`src/rtl/burst_seq_pkg.sv`:
```
// Package: shared constants and types of the burst address sequencer.
// Assumes the burst covers exactly the two lowest address bits.
package burst_seq_pkg;
    localparam int BEAT_W = 2;

    typedef enum logic {
        ORD_LINEAR = 1'b0,
        ORD_XOR    = 1'b1
    } order_e;
endpackage

```
`src/rtl/burst_ctrl.sv`:
```
// burst_ctrl: decides load, step and deselect on each edge and holds the
// start address, access type, active flag and the order chosen at reset.
// Assumes a synchronous active-low reset held for at least one edge.
module burst_ctrl
    import burst_seq_pkg::*;
#(
    parameter int ADDR_W = 20
) (
    input  logic              clk,
    input  logic              rst_n,
    input  logic              order_sel,
    input  logic              stall,
    input  logic              adv,
    input  logic              sel,
    input  logic              wr_i,
    input  logic [ADDR_W-1:0] addr_i,
    output logic              load_go,
    output logic              step_go,
    output logic              active,
    output logic              wr_q,
    output order_e            order_q,
    output logic [ADDR_W-1:0] start_q
);
    // Edge qualification: a load needs select, a step needs an active burst.
    assign load_go = !stall && !adv && sel;
    assign step_go = !stall && adv && active;

    // Order register: written only while reset is held.
    always_ff @(posedge clk) begin
        if (!rst_n)
            order_q <= order_sel ? ORD_XOR : ORD_LINEAR;
    end

    // Access state: capture on load, drop on deselect, hold otherwise.
    always_ff @(posedge clk) begin
        if (!rst_n) begin
            active  <= 1'b0;
            wr_q    <= 1'b0;
            start_q <= '0;
        end else if (!stall && !adv) begin
            active <= sel;
            if (sel) begin
                wr_q    <= wr_i;
                start_q <= addr_i;
            end
        end
    end

    assert_deselect_R7: assert property (@(posedge clk) disable iff (!rst_n)
        (!stall && !adv && !sel) |=> !active);

    assert_idle_adv_R8: assert property (@(posedge clk) disable iff (!rst_n)
        (!stall && adv && !active) |=> (!active && $stable(start_q) && $stable(wr_q)));
endmodule

```
`src/rtl/burst_beat.sv`:
```
// burst_beat: counts the beats of the current burst, modulo 2**BEAT_W.
// Assumes load and step are never requested on the same edge.
module burst_beat
    import burst_seq_pkg::*;
(
    input  logic              clk,
    input  logic              rst_n,
    input  logic              load_go,
    input  logic              step_go,
    output logic [BEAT_W-1:0] beat_q
);
    // Beat counter: clear on load, wrap-increment on step.
    always_ff @(posedge clk) begin
        if (!rst_n)
            beat_q <= '0;
        else if (load_go)
            beat_q <= '0;
        else if (step_go)
            beat_q <= beat_q + 1'b1;
    end
endmodule

```
`src/rtl/burst_order.sv`:
```
// burst_order: maps the start bits and the beat count to the current low
// address bits, either as XOR (interleaved) or as a wrapping sum (linear).
// Purely combinational.
module burst_order
    import burst_seq_pkg::*;
(
    input  order_e            order_q,
    input  logic [BEAT_W-1:0] start_lo,
    input  logic [BEAT_W-1:0] beat_q,
    output logic [BEAT_W-1:0] low_o
);
    logic [BEAT_W-1:0] xor_lo;
    logic [BEAT_W-1:0] sum_lo;

    // One XOR per burst bit.
    for (genvar b = 0; b < BEAT_W; b++) begin : g_xor
        assign xor_lo[b] = start_lo[b] ^ beat_q[b];
    end

    // Wrapping sum of the start bits and the beat count.
    assign sum_lo = start_lo + beat_q;

    // Order select.
    always_comb begin
        low_o = (order_q == ORD_XOR) ? xor_lo : sum_lo;
    end
endmodule

```
`src/rtl/burst_addr_seq.sv`:
```
// burst_addr_seq: top of the two-bit burst address sequencer. Joins the
// control, beat counter and order mapping and forms the full beat address.
// Assumes ADDR_W > 2 and a synchronous active-low reset.
module burst_addr_seq
    import burst_seq_pkg::*;
#(
    parameter int ADDR_W = 20
) (
    input  logic              clk,
    input  logic              rst_n,
    input  logic              order_sel,
    input  logic              stall,
    input  logic              adv,
    input  logic              sel,
    input  logic              wr_i,
    input  logic [ADDR_W-1:0] addr_i,
    output logic [ADDR_W-1:0] addr_o,
    output logic              wr_o,
    output logic              valid_o
);
    localparam int HI_W = ADDR_W - BEAT_W;

    logic              load_go;
    logic              step_go;
    logic              active;
    logic              wr_q;
    order_e            order_q;
    logic [ADDR_W-1:0] start_q;
    logic [BEAT_W-1:0] beat_q;
    logic [BEAT_W-1:0] low;

    burst_ctrl #(.ADDR_W(ADDR_W)) u_ctrl (
        .clk      (clk),
        .rst_n    (rst_n),
        .order_sel(order_sel),
        .stall    (stall),
        .adv      (adv),
        .sel      (sel),
        .wr_i     (wr_i),
        .addr_i   (addr_i),
        .load_go  (load_go),
        .step_go  (step_go),
        .active   (active),
        .wr_q     (wr_q),
        .order_q  (order_q),
        .start_q  (start_q)
    );

    burst_beat u_beat (
        .clk    (clk),
        .rst_n  (rst_n),
        .load_go(load_go),
        .step_go(step_go),
        .beat_q (beat_q)
    );

    burst_order u_order (
        .order_q (order_q),
        .start_lo(start_q[BEAT_W-1:0]),
        .beat_q  (beat_q),
        .low_o   (low)
    );

    // Output assembly: fixed upper bits, sequenced low bits.
    assign addr_o  = {start_q[ADDR_W-1:BEAT_W], low};
    assign wr_o    = wr_q;
    assign valid_o = active;

    assert_load_R2: assert property (@(posedge clk) disable iff (!rst_n)
        (!stall && !adv && sel) |=>
            (valid_o && addr_o == $past(addr_i) && wr_o == $past(wr_i)));

    assert_adv_keep_R6: assert property (@(posedge clk) disable iff (!rst_n)
        (!stall && adv && valid_o) |=>
            (valid_o && $stable(wr_o) && $stable(addr_o[ADDR_W-1:BEAT_W])));

    // bit 0 of the beat address flips on every advance in both orders.
    assert_step_lsb_R3: assert property (@(posedge clk) disable iff (!rst_n)
        (!stall && adv && valid_o) |=> (addr_o[0] != $past(addr_o[0])));

    assert_stall_hold_R9: assert property (@(posedge clk) disable iff (!rst_n)
        stall |=> ($stable(addr_o) && $stable(wr_o) && $stable(valid_o)));

    initial begin
        assert_width_R6: assert (HI_W > 0);
    end
endmodule

```
`config.mk`:
```
export PLATFORM = sky130hd
export DESIGN_NAME = burst_addr_seq
export DESIGN_NICKNAME = d
export VERILOG_FILES = /design/src/rtl/burst_seq_pkg.sv /design/src/rtl/burst_ctrl.sv /design/src/rtl/burst_beat.sv /design/src/rtl/burst_order.sv /design/src/rtl/burst_addr_seq.sv
export SDC_FILE = /design/constraint.sdc
export NUM_CORES = 1
export LEC_CHECK = 0
export BUFFER_PORTS_ARGS = -buffer_cell sky130_fd_sc_hd__clkbuf_2
export CORE_MARGIN = 10
export CORE_UTILIZATION = 35
export CTS_CLUSTER_SIZE = 28
export DETAILED_ROUTE_END_ITERATION = 12
export PLACE_DENSITY = 0.71
export RECOVER_POWER = 25
export SLEW_MARGIN = 20
export SYNTH_ARGS = -nofsm -noshare
export SYNTH_HDL_FRONTEND = slang
export SYNTH_SLANG_ARGS = --single-unit
```
`constraint.sdc`:
```
create_clock -name clk -period 0.98 [get_ports clk]
set_input_delay 0.196 -clock clk [delete_from_list [all_inputs] [get_ports clk]]
set_output_delay 0.196 -clock clk [all_outputs]
set_load 0.02 [all_outputs]
```
; ---- Word-level counts from Yosys, hierarchy flattened
; Index checks and enable logic that the tools add are counted.
[totals]
register_bits = 25
output_inout_bits = 22
inputBits = 27
wordCells = 20
[op_classes]
n_reduce_logical = 8
addsub = 2
n_bitwise = 3
mux = 2
[ops]
columns = op, count
row1 = $logic_and A1 B1 Y1, 4
row2 = $add A2 B1 Y2 const B, 1
row3 = $add A2 B2 Y2, 1
row4 = $logic_not A1 Y1, 2
row5 = $mux W2, 1
row6 = $reduce_and A2 Y1, 1
row7 = $reduce_or A2 Y1, 1
row8 = $xor A1 B1 Y1, 2
row9 = $mux W1, 1
row10 = $not A1 Y1, 1

; ---- Logic depth before layout (Yosys ltp)
[depth]
word_depth = 4
ltp_mapped = 4
depth_no_buf = 3

; ---- Modules after synthesis
; Synthesis repeated with hierarchy kept, for this count alone.
[hier_totals]
cells_unflattened = 110
area_unflattened_um2 = 1061.0
[by_module_without_submodules]
columns = mod, cells_each, area_per_inst_um2, instances, seq_area_each_um2
row1 = burst_ctrl, 98, 939.7, 1, 470.5
row2 = burst_beat, 8, 85.1, 1, 40.0
row3 = burst_order, 4, 36.3, 1, 0.0

; ---- Least setup slack after synthesis
; Ideal clock, no wire load.
[synth_path]
kind = flip-flop to output port
startpoint = register u_beat.beat_q[0]
endpoint = output port addr_o[1]
n_path_buf = 0
t_required_ps = 784
stages_incl_launch_ff = 4
arrival_ps = 1001
path_slack_ps = -217
cell_sequence = dfxtp_1 -> ha_1 -> nor2b_1 -> xnor2_1
[synth_via]
elab_chain_len = 2
[synth_lines]
columns = item, line_no
row1 = "start, declared", burst_beat.sv:10  ; output logic [BEAT_W-1:0] beat_q
row2 = "start signal, assigned", burst_beat.sv:19  ; beat_q <= beat_q + 1'b1;
row3 = $add A2 B2 Y2, burst_order.sv:21  ; assign sum_lo = start_lo + beat_q;
row4 = $mux W2, burst_order.sv:25  ; low_o = (order_q == ORD_XOR) ? xor_lo : sum_lo;
row5 = "end, declared", burst_addr_seq.sv:17  ; output logic [ADDR_W-1:0] addr_o,
; No other way between the ends.

; ---- Final worst setup path
; Same ends and word-level chain as after synthesis.

==> flow_summary.yaml <==
pwr:
  intPower_w: 0.00141
  p_sw_w: 0.000469
  vdd_drop_max_uv: 929
  combPwrFrac_pct: 17.5
  p_seq_share_pct: 58.3
  p_leak_nw: 0.683
  pwr-share-clk_pct: 24.2
  p_per_area_nw_per_um2: 1150
  switching_share_pct: 24.9
yosys:
  ys_top_cells_by_area: "dfxtp_1, mux2i_1, buf_4, nor2_1, edfxtp_1"
  syn-cell-area_sq_um: 1090
  synthTopCellsByCount: "dfxtp_1, nor2_1, mux2i_1"
  synth_edf_count: 1
  synth_top_area_share_pct: 43.9
  yosys_warnings: 0
  yosysTopAreaCell: "dfxtp_1"
  synthArstFlopShare_pct: 0
  synthFlopType: "dfxtp_1"
  netlist_instances: 107
  synth.distinct_cells: 20
  synth_nets: 135
  postSynthAreaPerCell_sq_um: 10.2
  synth_seq_area_share_pct: 46.7
  ys_ff_latch: 25
route:
  dr.max_layer_used: "met4"
  met3_length_um: 262
  vias: 834
  route.met2.wl_um: 1420
  drt-initial-drc-count: 21
  postRouteAntennaNets: 0
  met1Wirelength_um: 1000
  drt-vias-per-instance: 4.37
  wl_um: 2710
  drt_first_pass_iters: 2
  post_drt_wl_per_cell_um: 14.2
  drc: 0
placed_design:
  gp_congestion: 0.648
  dp.cells: 185
  numPortBuffers: 48
  dp_slack_ps: -219
  hpwl_um: 1980
worst_setup_path:
  r2r_end: "u_beat.beat_q[1]"
  crit_fanout: 2
  reg2reg_from: "u_beat.beat_q[0]"
  cp-start-kind: "flip-flop"
  cp.arrival_ps: 1260
  crit_type: "flip-flop to primary output"
  r2r_setup_slack_ps: -40
  reg2reg_depth: 4
  worstPathRequired_ps: 780
  endpoint_kind: "primary output"
global_route:
  grt_pass1_vias: 952
  antenna_found_initial: 0
  grt_max_degree: 24
  grt_pass1_wl_um: 4260
  gr-usage-all-layers_pct: 9.81
  globalRouteOverflowTotal: 0
final_layout:
  layout-drive-gt1-share_pct: 59.9
  register_area_sq_um: 538
  n_fill_cell: 275
  multi_input_area_sq_um: 463
  antenna_cells: 0
  areaGrowthSynthToFinish_pct: 48.9
  layout.nets: 176
  stdcell_count: 191
floorplan:
  core_region_area_sq_um: 3030
  num_rows: 20
  dieHeight_um: 75.9
  die-area_sq_um: 5760
  die_x_um: 75.9
  start_util_pct: 36.1
  io_pins: 49
sta:
  setup_viol: 23
  period_needed_ps: 1450
  worstMarginPinSlew_ps: 298
  hold_violations: 0
  maxSlewViolCount: 0
  finalCritPeriodShare_pct: 148
  setup_slack_ps: -474
  grt_setup_unrepaired: "yes"
  max_freq_mhz: 688
  hold_slack_ps: 49.5
  max_slew_margin_pct: 80.1
  fin_worst_skew_ps: 0.647
status:
  status: "complete, but fails checks"
  violations: "setup timing"
worst_hold_path:
  hold_class: "input pin to flip-flop"
  min_to: "u_ctrl.order_q"
  min_path_cells: 1
  hp-start: "order_sel"
clock_network:
  cts_max_level: 1
  path_clk_slew_ps: 130
  cts_made_buffers: 3
  cts_buffer_depth: 2
  cts_tree: "built"
  clock_latency_ps: 310
  clock-sinks: 25
  root_buffer: "clkbuf_4"
job:
  max-cap-violations: 0
## per-layer routing
metal | global-route usage, % | vias up
li1 | - | 412
met2 | 18.6 | 36
met3 | 5.34 | 2
met5 | 0 | -
met4 | 2.27 | 0
met1 | 8.89 | 384
## cell type report
cell class / instances / share of cell area, %
timing repair buffer: 58 / 33.3
clock buffer: 4 / 1.61
sequential: 25 / 33.1
inverter: 1 / 0.231
multi-input combinational: 59 / 28.4
tap: 44 / 3.38
## through the flow
step           utilization, %  setup TNS [ps]  total power [W]  instance area, sq um
6_report                 53.8            -911          0.00188                  1630
4_1_cts                  53.1           -1560          0.00189                  1610
3_3_place_gp             43.7           -2980          0.00135                  1320
2_1_floorplan               -           -1560          0.00127                  1120
5_1_grt                  53.8           -2300          0.00198                  1630
3_5_place_dp             43.7           -4020          0.00137                  1320
## what timing repair did
action                                 CTS  global route
gates resized for setup                 69            25
setup buffers                            2             1
endpoints found under the hold margin    0             0
pin swaps                                1             7
hold buffers                             0             0
setup endpoints to repair               23            24
## sequential cells by signal (all words and copies together), names as in the netlist
signal          count
u_ctrl.order_q      1
u_beat.beat_q       2
u_ctrl.active       1
u_ctrl.start_q     20
u_ctrl.wr_q         1
## critical path, cell delays in order, from the launching register on
cell and delay (ps):
dfxtp_2 380, ha_4 130, nor2b_4 180, xnor2_4 140
buf_8 130
## logic make-up (layout without fill, tap and decap cells)
logic type	Yosys count	after routing	share of synthesized area, %
buffers and inverters	23	63	15.4
AOI/OAI and AO/OA	4	4	2.06
DFF	25	25	46.7
xor gates and xnor gates	3	3	2.40
muxes	21	21	19.2
and+or+nand+nor	30	30	13.0
adders and majority gates	1	1	1.14
## cells in the final DEF (no fill, tap or decap), drive strengths merged
master  count
buf        32
clkbuf     30
nor2       24
dfxtp      24
mux2i      21
xnor2       2
nor2b       2
nor3b       2
o21ai       2
inv         1
a21oi       1
nand4b      1
xor2        1
nor3        1
o21a        1
ha          1
edfxtp      1
## worst max-delay path by stage
stage               slack [ps]              start           endpoint
finish                    -470   u_beat.beat_q[0]          addr_o[1]
global route              -550   u_beat.beat_q[0]          addr_o[1]
global placement          -190  u_ctrl.start_q[1]          addr_o[1]
detailed placement        -220              stall  u_ctrl.start_q[3]
floorplan                  -90              stall  u_ctrl.start_q[0]
CTS                       -510   u_beat.beat_q[0]          addr_o[1]
## power groups by stage
| stage | combinational, W | sequential [W] | clock, W |
|---|---|---|---|
| after global routing | 0.000358 | 0.00110 | 0.000524 |
| final | 0.000329 | 0.00110 | 0.000454 |
| after CTS | 0.000323 | 0.00109 | 0.000476 |
| after floorplan | 0.000172 | 0.00110 | 0 |
| after global placement | 0.000255 | 0.00110 | 0 |
| after detailed placement | 0.000266 | 0.00110 | 0 |
No activity file was read; power rests on OpenSTA's default activity.
